File: src/rtl/mt_pkg.sv
package mt_pkg;
  localparam int unsigned OFS_FLAG  = 'h000;
  localparam int unsigned OFS_CTRL  = 'h004;
  localparam int unsigned OFS_COUNT = 'h008;
  localparam int unsigned OFS_PRE   = 'h00C;
  localparam int unsigned OFS_ACT   = 'h014;
  localparam int unsigned OFS_MATCH = 'h018;
  localparam int unsigned OFS_MODE  = 'h070;

  // Match actions, bit positions are software visible
  typedef struct packed {
    logic stop;   // bit 2
    logic zero;   // bit 1
    logic flag;   // bit 0
  } act_t;
endpackage

File: src/rtl/mt_prescaler.sv
module mt_prescaler #(
  parameter int unsigned W = 32
) (
  input  logic         clk,
  input  logic         rst,
  input  logic         hold,
  input  logic         run,
  input  logic [W-1:0] limit,
  output logic         tick
);
  logic [W-1:0] pc_q;

  // >= keeps a lowered limit from stranding the count above it
  assign tick = run && (pc_q >= limit);

  always_ff @(posedge clk) begin
    if (rst || hold) begin
      pc_q <= '0;
    end else if (run) begin
      pc_q <= tick ? '0 : pc_q + 1'b1;
    end
  end
endmodule

File: src/rtl/mt_counter.sv
module mt_counter #(
  parameter int unsigned W = 32
) (
  input  logic         clk,
  input  logic         rst,
  input  logic         hold,
  input  logic         tick,
  input  logic         load,
  input  logic [W-1:0] load_val,
  input  logic [W-1:0] match_val,
  input  logic         zero_on_match,
  output logic [W-1:0] count,
  output logic         match_evt
);
  logic [W-1:0] count_q;
  logic [W-1:0] step;

  assign step      = count_q + 1'b1;
  assign match_evt = tick && !load && !hold && (step == match_val);
  assign count     = count_q;

  always_ff @(posedge clk) begin
    if (rst || hold) begin
      count_q <= '0;
    end else if (load) begin
      count_q <= load_val;
    end else if (tick) begin
      count_q <= (match_evt && zero_on_match) ? '0 : step;
    end
  end
endmodule

File: src/rtl/mt_regs.sv
module mt_regs
  import mt_pkg::*;
#(
  parameter int unsigned ADDR_W = 8,
  parameter int unsigned DATA_W = 32,
  parameter int unsigned MODE_W = 2
) (
  input  logic              clk,
  input  logic              rst,
  input  logic [ADDR_W-1:0] addr,
  input  logic              we,
  input  logic [DATA_W-1:0] wdata,
  input  logic [DATA_W-1:0] count,
  input  logic              match_evt,
  output logic              run_en,
  output logic              hold,
  output logic [DATA_W-1:0] pre_lim,
  output act_t              act,
  output logic [DATA_W-1:0] match_val,
  output logic [MODE_W-1:0] mode,
  output logic              flag,
  output logic              count_load,
  output logic [DATA_W-1:0] rdata
);
  logic sel_flag, sel_ctrl, sel_count, sel_pre, sel_act, sel_match, sel_mode;

  assign sel_flag  = (addr == ADDR_W'(OFS_FLAG));
  assign sel_ctrl  = (addr == ADDR_W'(OFS_CTRL));
  assign sel_count = (addr == ADDR_W'(OFS_COUNT));
  assign sel_pre   = (addr == ADDR_W'(OFS_PRE));
  assign sel_act   = (addr == ADDR_W'(OFS_ACT));
  assign sel_match = (addr == ADDR_W'(OFS_MATCH));
  assign sel_mode  = (addr == ADDR_W'(OFS_MODE));

  assign count_load = we && sel_count;

  always_ff @(posedge clk) begin
    if (rst) begin
      run_en    <= 1'b0;
      hold      <= 1'b0;
      pre_lim   <= '0;
      act       <= '0;
      match_val <= '0;
      mode      <= '0;
    end else begin
      if (we && sel_ctrl) {hold, run_en} <= wdata[1:0];
      if (we && sel_pre)   pre_lim   <= wdata;
      if (we && sel_act)   act       <= act_t'(wdata[2:0]);
      if (we && sel_match) match_val <= wdata;
      if (we && sel_mode)  mode      <= wdata[MODE_W-1:0];
      // stop action overrides a same-cycle enable write
      if (match_evt && act.stop) run_en <= 1'b0;
    end
  end

  always_ff @(posedge clk) begin
    if (rst) begin
      flag <= 1'b0;
    end else begin
      if (we && sel_flag && wdata[0]) flag <= 1'b0;
      if (match_evt && act.flag)      flag <= 1'b1;
    end
  end

  always_ff @(posedge clk) begin
    if (rst) begin
      rdata <= '0;
    end else begin
      rdata <= '0;
      unique case (1'b1)
        sel_flag:  rdata[0]        <= flag;
        sel_ctrl:  rdata[1:0]      <= {hold, run_en};
        sel_count: rdata           <= count;
        sel_pre:   rdata           <= pre_lim;
        sel_act:   rdata[2:0]      <= act;
        sel_match: rdata           <= match_val;
        sel_mode:  rdata[MODE_W-1:0] <= mode;
        default:   rdata           <= '0;
      endcase
    end
  end
endmodule

File: src/rtl/match_timer.sv
module match_timer
  import mt_pkg::*;
#(
  parameter int unsigned ADDR_W = 8,
  parameter int unsigned DATA_W = 32,
  parameter int unsigned MODE_W = 2
) (
  input  logic              clk,
  input  logic              rst,
  input  logic [ADDR_W-1:0] bus_addr,
  input  logic              bus_we,
  input  logic [DATA_W-1:0] bus_wdata,
  output logic [DATA_W-1:0] bus_rdata,
  output logic              irq_o
);
  logic              ctrl_en, ctrl_hold, tick, match_evt, count_load, flag_q, run;
  logic [DATA_W-1:0] pre_lim, match_val, count_q;
  logic [MODE_W-1:0] mode_q;
  act_t              act_q;

  assign run   = ctrl_en && !ctrl_hold && (mode_q == '0);
  assign irq_o = flag_q;

  mt_regs #(.ADDR_W(ADDR_W), .DATA_W(DATA_W), .MODE_W(MODE_W)) u_regs (
    .clk(clk), .rst(rst), .addr(bus_addr), .we(bus_we), .wdata(bus_wdata),
    .count(count_q), .match_evt(match_evt), .run_en(ctrl_en), .hold(ctrl_hold),
    .pre_lim(pre_lim), .act(act_q), .match_val(match_val), .mode(mode_q),
    .flag(flag_q), .count_load(count_load), .rdata(bus_rdata)
  );

  mt_prescaler #(.W(DATA_W)) u_pre (
    .clk(clk), .rst(rst), .hold(ctrl_hold), .run(run), .limit(pre_lim), .tick(tick)
  );

  mt_counter #(.W(DATA_W)) u_cnt (
    .clk(clk), .rst(rst), .hold(ctrl_hold), .tick(tick), .load(count_load),
    .load_val(bus_wdata), .match_val(match_val), .zero_on_match(act_q.zero),
    .count(count_q), .match_evt(match_evt)
  );
endmodule

File: config.mk
export PLATFORM = sky130hd
export DESIGN_NAME = match_timer
export DESIGN_NICKNAME = d
export VERILOG_FILES = /design/src/rtl/mt_pkg.sv /design/src/rtl/mt_prescaler.sv /design/src/rtl/mt_counter.sv /design/src/rtl/mt_regs.sv /design/src/rtl/match_timer.sv
export SDC_FILE = /design/constraint.sdc
export NUM_CORES = 1
export LEC_CHECK = 0
export BUFFER_PORTS_ARGS = -buffer_cell sky130_fd_sc_hd__buf_2
export CAP_MARGIN = 5
export CELL_PAD_IN_SITES_DETAIL_PLACEMENT = 0
export CELL_PAD_IN_SITES_GLOBAL_PLACEMENT = 2
export CORE_MARGIN = 2
export CORE_UTILIZATION = 40
export CTS_CLUSTER_SIZE = 14
export DETAILED_ROUTE_END_ITERATION = 8
export PLACE_DENSITY_LB_ADDON = 0.1
export SLEW_MARGIN = 20
export SYNTH_ARGS = -nofsm -noshare
export SYNTH_HDL_FRONTEND = slang
export SYNTH_HIERARCHICAL = 1
export SYNTH_SLANG_ARGS = --single-unit
File: constraint.sdc
create_clock -name clk -period 8.1 [get_ports clk]
set_clock_uncertainty 0.15 [all_clocks]
set_input_delay 0.81 -clock clk [delete_from_list [all_inputs] [get_ports clk]]
set_output_delay 0.81 -clock clk [all_outputs]
set_load 0.01 [all_outputs]
# == Word-level counts from Yosys, hierarchy flattened ==
# Cells that the tools add are included.
# word_totals
output_inout_bits,33
word_cells,57
register_bits,168
inputBits,43
# classes
reduce_logical,25
muxes,10
eq_ne,7
add_sub_neg,2
n_lt_le_gt_ge,1
# ops
op,n
32-bit two-way mux,4
29-bit case mux with 3 select lines,1
"32-bit by 1-bit adder with 32-bit output, second input constant",2
32-bit == test,1
32-bit greater-or-equal comparator,1
1-bit logical AND,17
"8-bit by 4-bit == test with 1-bit output, second input constant",2
"8-bit by 5-bit == test with 1-bit output, second input constant",2
"8-bit by 3-bit == test with 1-bit output, second input constant",1
"8-bit by 7-bit == test with 1-bit output, second input constant",1
8-bit logical NOT,1
1-bit case mux with 7 select lines,1
1-bit case mux with 6 select lines,1
1-bit case mux with 4 select lines,1
2-bit nonzero test,2
1-bit logical NOT,2
2-bit logical NOT,1
1-bit two-way mux,2
2-bit OR reduction,1
1-bit logical OR,1

# == Depth between registers and ports, before layout ==
# Gate-level depths: netlist of the first run.
# depth
depth_word,11
ltp_mapped,18
depth_no_buf,16

# == Hierarchy ==
# Netlist of the first run, hierarchy kept.
# modules_own_cells
module,seq_area_each_um2,cells_per_inst,area_per_inst_um2,n_inst
mt_regs,2082.0,494,4226.6,1
mt_counter,640.6,393,3100.5,1
mt_prescaler,640.6,288,2477.4,1
match_timer,0.0,1,15.0,1

# == Least setup slack after synthesis of the first run ==
# No wires, ideal clock.
# synth_timing
kind,register -> register
start,reg u_regs.pre_lim[14]
end,reg u_cnt.count_q[21] (netlist: u_cnt/count[21])
period_less_slack_ns,4.202
required_ns,7.831
slack_ns,3.898
path_buffers,1
setup_time_ns,0.119
arrival_ns,3.933
path_stages_with_launch,18
cell_sequence,dfxtp_1 inv_1 ha_1 nand4_1 or2_2 a2111oi_2 o41ai_2 a21oi_2 buf_2 nor3b_1 o2111ai_1 a311o_1 nor3_1 nand4b_1 nor4_4 a31oi_4 a32o_1 o21bai_1
# synth_via
elab_chain_len,9
elab_cells_between_ends,10
cone_classes,order compare: 1; mux: 3; reduce/logical: 6
# synth_lines
item,line,rtl
"start, declared",mt_regs.sv:17,"output logic [DATA_W-1:0] pre_lim,"
"start signal, assigned",mt_regs.sv:47,if (we && sel_pre) pre_lim <= wdata;
32-bit greater-or-equal comparator *,mt_prescaler.sv:14,assign tick = run && (pc_q >= limit);
1-bit logical AND *,mt_prescaler.sv:14,
named net tick,match_timer.sv:16,"logic ctrl_en, ctrl_hold, tick, match_evt, count_load, flag_q, run;"
1-bit logical AND (3 in a row),mt_counter.sv:19,assign match_evt = tick && !load && !hold && (step == match_val);
1-bit logical AND,mt_counter.sv:28,count_q <= (match_evt && zero_on_match) ? '0 : step;
32-bit two-way mux,mt_counter.sv:28,
32-bit two-way mux,mt_counter.sv:27,end else if (tick) begin
32-bit two-way mux,mt_counter.sv:25,end else if (load) begin
"end signal, assigned",mt_counter.sv:26,count_q <= load_val;
"end signal, assigned",mt_counter.sv:28,
"end, declared",mt_counter.sv:15,logic [W-1:0] count_q;
# The timed path passes the listed nets; every way through them passes the cells marked *. The select of a mux whose other input is x is not followed.
# A chain may end at the register's enable or synchronous reset.

# == Worst setup path in the final report of the first run ==
# layout_timing
start,reg u_pre.pc_q[14]
end,reg u_cnt.count_q[22] (netlist: u_cnt/count[22])
# layout_via
elab_chain_len,9
elab_cells_between_ends,10
cone_classes,order compare: 1; mux: 3; reduce/logical: 6
# layout_lines
item,line,rtl
"start, declared",mt_prescaler.sv:11,logic [W-1:0] pc_q;
"start signal, assigned",mt_prescaler.sv:20,pc_q <= tick ? '0 : pc_q + 1'b1;
32-bit greater-or-equal comparator *,mt_prescaler.sv:14,
1-bit logical AND *,mt_prescaler.sv:14,
named net tick,match_timer.sv:16,
1-bit logical AND (3 in a row),mt_counter.sv:19,
1-bit logical AND,mt_counter.sv:28,
32-bit two-way mux,mt_counter.sv:28,
32-bit two-way mux,mt_counter.sv:27,
32-bit two-way mux,mt_counter.sv:25,
# Marks and branches as above.

==> out/metrics.yaml, run 1 <==
route.detailed.drc: 0
yosys.area_share.simple_pct: 27.1
antenna_cells: 0
finalSetupViolCount: 0
cts_tree: "done"
antenna_found_initial: 1
total_leakage_power_nw: 3.91
outcome: "complete, no violations"
worstHoldPathType: "reg2reg"
ys_types: 84
netlist_instances: 1176
cp-end-kind: "flip-flop"
post_drt_wl_per_cell_um: 21.3
tns_ns: 0
cp_data_arrival_time_ns: 5.33
synth_top_cell_by_area: "dfxtp_1"
viasPerCell: 5.71
period_share_pct: 63.6
die-area_um2: 25800
place_congestion: 0.848
grt_pass1_wl_um: 51200
ctsResizeCount: 0
clkSinkCount: 168
n_fill_cell: 2449
syn2layout_area_growth_pct: 11.4
ys.flop_type: "dfxtp_1"
avgSynthCellArea_um2: 8.35
dr.pass1.iters: 5
p_per_area_nw_per_um2: 158
final_util_pct: 45.2
cp_max_fo: 20
rr_worst_depth: 15
ctsHoldBuffers: 0
yosysTopAreaCellShare_pct: 34.3
htree_levels: 4
peakVddDrop_v: 0.000114
syn-cell-area_um2: 9820
maxCapViolCount: 0
cp-start-kind: "flip-flop"
grt_setup_unrepaired: "false"
grt_start_max_net_pins: 88
critPathRequiredTime_ns: 8.28
drive_gt1_share_pct: 16.5
wirelength_um: 32900
num-nets-final: 1289
ioPinCount: 76
synth_top_family_by_area: "simple AND/OR/NAND/NOR gates"
synth_seq_cells: 168
drv_slew: 0
seq_area_frac_synth_pct: 34.3
ys_warn_count: 6
synth_compound_area_share_pct: 16.5
maxSlewHeadroom_pct: 24.4
synth_mux_area_share_pct: 4.15
synthArstFlopShare_pct: 0
timing.fmax_mhz: 194
cts.reportedPaths.clkPinSlew_ns: 0.07
synth-xor-area-share_pct: 7.82
synth_fa_ha_area_share_pct: 4.33
synth.area.top_cells: "dfxtp_1, nand2_1, a21oi_1"
track_usage_pct: 25.7
die_w_um: 161
die_height_um: 161
root_buffer: "clkbuf_16"
start_util_pct: 40.6
hold_depth: 2
synth_edf_count: 0
gr-total-overflow: 0
io_buffer_count: 75
grt_pass1_vias: 8513
drt-initial-drc-count: 664
drtAntennaViolNets: 0
hold_viol: 0
cts_buffer_depth: 2
row_count: 57
period_needed_ns: 5.15
cts_buffers: 17
vias: 8840
coreArea_um2: 24200
synth.most_common_cell: "nand2_1"
clock_latency_ns: 0.44
tightest_slew_ns: 1.13
post-cts-setup-buffer-count: 0
place_hpwl_um: 22400
syn-num-nets: 1253
criticalPathCategory: "reg2reg"
ys_top_cells_by_count: "nand2_1, dfxtp_1, a21oi_1"
where the power goes:
part           internal [W]  switching (W)
clock              0.000435       0.000371
combinational     0.0000266      0.0000541
sequential         0.000829     0.00000828
total               0.00129       0.000434
final timing paths:
kind	from	to	slack [ns]
hold / removal	u_regs/pre_lim[10]$_SDFFE_PP0P_	u_regs/pre_lim[10]$_SDFFE_PP0P_	0.32
setup reg to reg	u_pre/pc_q[14]$_SDFFE_PP0P_	u_cnt/count[22]$_SDFFE_PP0P_	2.95
setup / recovery	u_pre/pc_q[14]$_SDFFE_PP0P_	u_cnt/count[22]$_SDFFE_PP0P_	2.95
hold reg to reg	u_regs/pre_lim[10]$_SDFFE_PP0P_	u_regs/pre_lim[10]$_SDFFE_PP0P_	0.32
placed cells by master, fill, tap and decap left out, types with 5 or more instances in the layout:
cell / netlist / final
nand2_1: 172 / 172
dfxtp_1: 168 / 168
a21oi_1: 121 / 121
buf_2: 24 / 74
nor2_1: 73 / 72
inv_1: 51 / 51
xnor2_1: 41 / 41
xor2_1: 39 / 39
a22oi_1: 35 / 35
ha_1: 34 / 34
nand4_1: 33 / 33
nand3_1: 32 / 32
nor4_1: 32 / 32
and3_1: 32 / 32
mux2_2: 30 / 30
clkbuf_16: 0 / 17
nor3_1: 18 / 17
o22ai_1: 17 / 17
buf_4: 3 / 14
o21ai_0: 11 / 11
nor4_2: 10 / 10
or3_1: 9 / 8
nand2b_1: 7 / 7
mux2i_1: 7 / 7
and4_1: 6 / 6
o21ai_1: 7 / 6
nand4b_1: 5 / 5
nand3b_1: 5 / 5
nor4_4: 5 / 5
nor2b_1: 5 / 5
a211oi_1: 5 / 5
a221oi_1: 5 / 5
sequential cells by signal, summed over array words and instances (netlist names):
register          count
u_regs/flag           1
u_regs/hold           1
u_regs/act            3
u_regs/run_en         1
u_regs/match_val     32
u_regs/rdata         32
u_cnt/count          32
u_pre/pc_q           32
u_regs/pre_lim       32
u_regs/mode           2
layer usage:
| metal | GRT usage [%] | part of all wire, % | vias to the layer above |
|---|---|---|---|
| met1 | 36.0 | 48 | 4237 |
| met4 | 8.03 | 2.4 | 2 |
| li1 | - | - | 4310 |
| met3 | 4.36 | 4.9 | 50 |
| met2 | 40.5 | 45 | 241 |
| met5 | 0 | 0.046 | - |
metrics by stage:
step | cells | hold WS (ns) | cell area, um2 | power [W] | worst slack (ns)
CTS | 1549 | 0.321 | 10900 | 0.00174 | 3.04
detailed placement | 1517 | 0.312 | 10400 | 0.000936 | 2.90
finish | 1549 | 0.323 | 10900 | 0.00172 | 2.95
global placement | 1517 | 0.306 | 10400 | 0.000937 | 3.06
global route | 1549 | 0.340 | 10900 | 0.00178 | 2.73
floorplan | 1176 | 0.289 | 9820 | 0.000896 | 3.90
critical path: stages, from the launching register on:
cell and delay, ns:
dfxtp_1 0.38, ha_1 0.35, nand4_1 0.13, or2_2 0.37
a2111oi_2 0.39, o41ai_2 0.17, a21oi_4 0.21, nor3b_1 0.26
o2111ai_1 0.15, a311o_1 0.35, nor3_1 0.22, nand4b_1 0.19
nor4_4 0.42, a31o_1 0.96, o2bb2a_1 0.28, o21ai_1 0.06
kinds of logic (layout without fill, tap and decap cells):
kind of cell / Yosys count / in the layout
AND/OR/NAND/NOR: 483 / 483
AO/OA/AOI/OAI: 248 / 248
flip-flops: 168 / 168
buffers and inverters: 123 / 172
XOR/XNOR: 83 / 83
multiplexers: 37 / 37
adder cells (fa/ha/maj): 34 / 34
area by class of cell:
type | instances | area [um2] | area share (%)
Multi-Input combinational cell | 885 | 5920 | 54.2
Sequential cell | 168 | 3360 | 30.8
Timing Repair Buffer | 89 | 487 | 4.45
Clock buffer | 19 | 443 | 4.05
Tap cell | 324 | 405 | 3.71
Inverter | 51 | 191 | 1.75
Clock inverter | 13 | 121 | 1.11
Power figures use the tool's default switching activity.
==> run 2, diff against run 1 <==
--- a/config.mk
+++ b/config.mk
@@ -10,7 +10,7 @@
 export CELL_PAD_IN_SITES_DETAIL_PLACEMENT = 0
 export CELL_PAD_IN_SITES_GLOBAL_PLACEMENT = 2
 export CORE_MARGIN = 2
-export CORE_UTILIZATION = 40
+export CORE_UTILIZATION = 33
 export CTS_CLUSTER_SIZE = 14
 export DETAILED_ROUTE_END_ITERATION = 8
 export PLACE_DENSITY_LB_ADDON = 0.1
==> constraint.sdc (replaced) <==
create_clock -name clk -period 4.17 [get_ports clk]
set_clock_uncertainty 0.15 [all_clocks]
set_input_delay 0.417 -clock clk [delete_from_list [all_inputs] [get_ports clk]]
set_output_delay 0.417 -clock clk [all_outputs]
set_load 0.01 [all_outputs]
==> run 2 against run 1 <==
Compared with the run above: die area rose by 21%; via count rose by 2.0%; critical path depth did not move; sequential share of layout area fell by 1.4 points; wire length rose by 7.8%; clock-buffer cell count rose by 6; combinational power rose by 100%; register-to-register slack got worse by 2.8 ns; total power rose by 100%; largest cell class unchanged; core utilization fell by 6.2 points; fmax rose by 29%; largest power group is now the clock network; cell count rose by 6.9%.
==> out/metrics.yaml, run 2 (same netlist as run 1, synthesis figures left out) <==
hold_depth: 3
hold_viol: 0
cp-start-kind: "flip-flop"
finalSetupViolCount: 0
period_needed_ns: 3.98
coreArea_um2: 29500
outcome: "complete, no violations"
maxCapViolCount: 0
cts_buffer_depth: 2
ioPinCount: 76
criticalPathCategory: "reg2reg"
die_height_um: 177
pwr-share-clk_pct: 48.5
critPathRequiredTime_ns: 4.35
antenna_found_initial: 1
root_buffer: "clkbuf_16"
cellInternalPower_w: 0.00267
cp_max_fo: 7
route.detailed.drc: 0
total_leakage_power_nw: 4.18
start_util_pct: 33.3
switching_power_w: 0.000810
htree_levels: 4
seq_power_share_pct: 46.7
viasPerCell: 5.45
dr.pass1.iters: 5
pre_cts_ws_ns: -0.101
grt_setup_unrepaired: "false"
whs_endpoint: "u_regs/pre_lim[31]$_SDFFE_PP0P_"
num-nets-final: 1330
timing.fmax_mhz: 251
period_share_pct: 95.4
gr-total-overflow: 0
place_congestion: 0.870
track_usage_pct: 23.3
tns_ns: 0
peakVddDrop_v: 0.000294
place_hpwl_um: 25500
row_count: 63
clock_latency_ns: 0.44
grt_start_max_net_pins: 73
cts_buffers: 17
drive_gt1_share_pct: 20.1
antenna_cells: 0
holdCritStartpoint: "bus_wdata[31]"
wirelength_um: 35500
drtAntennaViolNets: 0
cts_tree: "done"
cts.reportedPaths.clkPinSlew_ns: 0.07
io_buffer_count: 75
maxSlewHeadroom_pct: 30.8
grt_pass1_vias: 8757
final_cell_mix: "nand2_1, dfxtp_1, a21oi_1"
swShare_pct: 23.3
p_per_area_nw_per_um2: 303
r2r-end: "u_cnt/count[21]$_SDFFE_PP0P_"
setup_ws_ns: 0.191
die-area_um2: 31200
tightest_slew_ns: 1.02
pwr-share-comb_pct: 4.7
die_w_um: 177
cp_data_arrival_time_ns: 4.16
layout_commonest_cell: "nand2_1"
worstHoldPathType: "in2reg"
r2r_setup_slack_ns: 0.19
post_drt_wl_per_cell_um: 21.4
rr_worst_depth: 15
vias: 9019
grt_pass1_wl_um: 54700
clkSinkCount: 168
worstReg2RegStart: "u_regs/pre_lim[3]$_SDFFE_PP0P_"
drv_slew: 0
syn2layout_area_growth_pct: 17.0
cp-end-kind: "flip-flop"
drt-initial-drc-count: 616
## run 2: cell count changes in the layout (fill, tap and decap cells not counted), moves of 2 or more
cell	change
dfxtp_2	+6
clkbuf_8	+3
nor4_1	-2
nor4_2	+2
dfxtp_1	-6
inv_6	-3
clkbuf_1	+3
bufinv_16	+2
buf_4	+40
clkinv_4	-4
## run 2: timing repair
item                       CTS  global route
setup buffers                1             1
hold buffers                 0             0
gates resized for setup      7            11
cloned                       1             0
pin swaps                    4            11
setup endpoints to repair   19            33
## run 2: worst max-delay path, cell delays in order (launching register included)
cell and delay (ns):
dfxtp_1 0.44, inv_1 0.08, ha_1 0.27, o21ai_0 0.16
a2111oi_4 0.46, o41ai_4 0.14, a21oi_4 0.16, nor3b_4 0.21
o2111ai_1 0.14, a311o_1 0.31, nor3_2 0.20, nand4b_1 0.18
nor4_4 0.29, a31oi_4 0.22, a32o_1 0.30, o21bai_1 0.14
## run 2: area by class of cell
cell class / count / area [um2]
multi-input cells: 885 / 6000
flip-flops and latches: 168 / 3370
inverters: 51 / 191
repair buffers: 130 / 828
clock buffers: 25 / 495
well taps: 390 / 488
fillers: 3118 / 18000
clock inverters: 7 / 115
## run 2: metal layers
metal	routed length, um	up-vias	global-route usage, %
li1	-	4374	-
met1	17500	4418	34.4
met2	16000	205	35.9
met3	1510	22	3.64
met4	414	0	4.72
met5	0	-	0
## run 2: stage by stage
step	instance area, um2	utilization (%)	instances	power (W)	hold WS [ns]
2_1_floorplan	9820	-	1176	0.00174	0.289
3_3_place_gp	10700	36.4	1621	0.00183	0.318
3_5_place_dp	10700	36.4	1621	0.00183	0.315
4_1_cts	11400	38.8	1655	0.00352	0.0749
5_1_grt	11500	39.0	1656	0.00361	0.0775
6_report	11500	39.0	1656	0.00348	0.0909
## run 2: power by group through the flow
stage,Clock [W],Sequential [W],Combinational (W)
2_1_floorplan,0,0.00165,0.0000870
3_3_place_gp,0,0.00166,0.000164
3_5_place_dp,0,0.00166,0.000163
4_1_cts,0.00173,0.00163,0.000164
5_1_grt,0.00180,0.00163,0.000178
6_report,0.00169,0.00163,0.000165
## run 2: worst max path at each step
stage,slack (ns),start,endpoint
after floorplan,0.11,u_regs/pre_lim[14]$_SDFFE_PP0P_,u_cnt/count[21]$_SDFFE_PP0P_
after global placement,0.10,u_regs/pre_lim[14]$_SDFFE_PP0P_,u_cnt/count[21]$_SDFFE_PP0P_
after detailed placement,-0.10,u_regs/pre_lim[14]$_SDFFE_PP0P_,u_cnt/count[21]$_SDFFE_PP0P_
after CTS,0.01,u_regs/pre_lim[7]$_SDFFE_PP0P_,u_cnt/count[29]$_SDFFE_PP0P_
after global routing,0.003,u_regs/pre_lim[21]$_SDFFE_PP0P_,u_cnt/count[21]$_SDFFE_PP0P_
final,0.19,u_regs/pre_lim[3]$_SDFFE_PP0P_,u_cnt/count[21]$_SDFFE_PP0P_
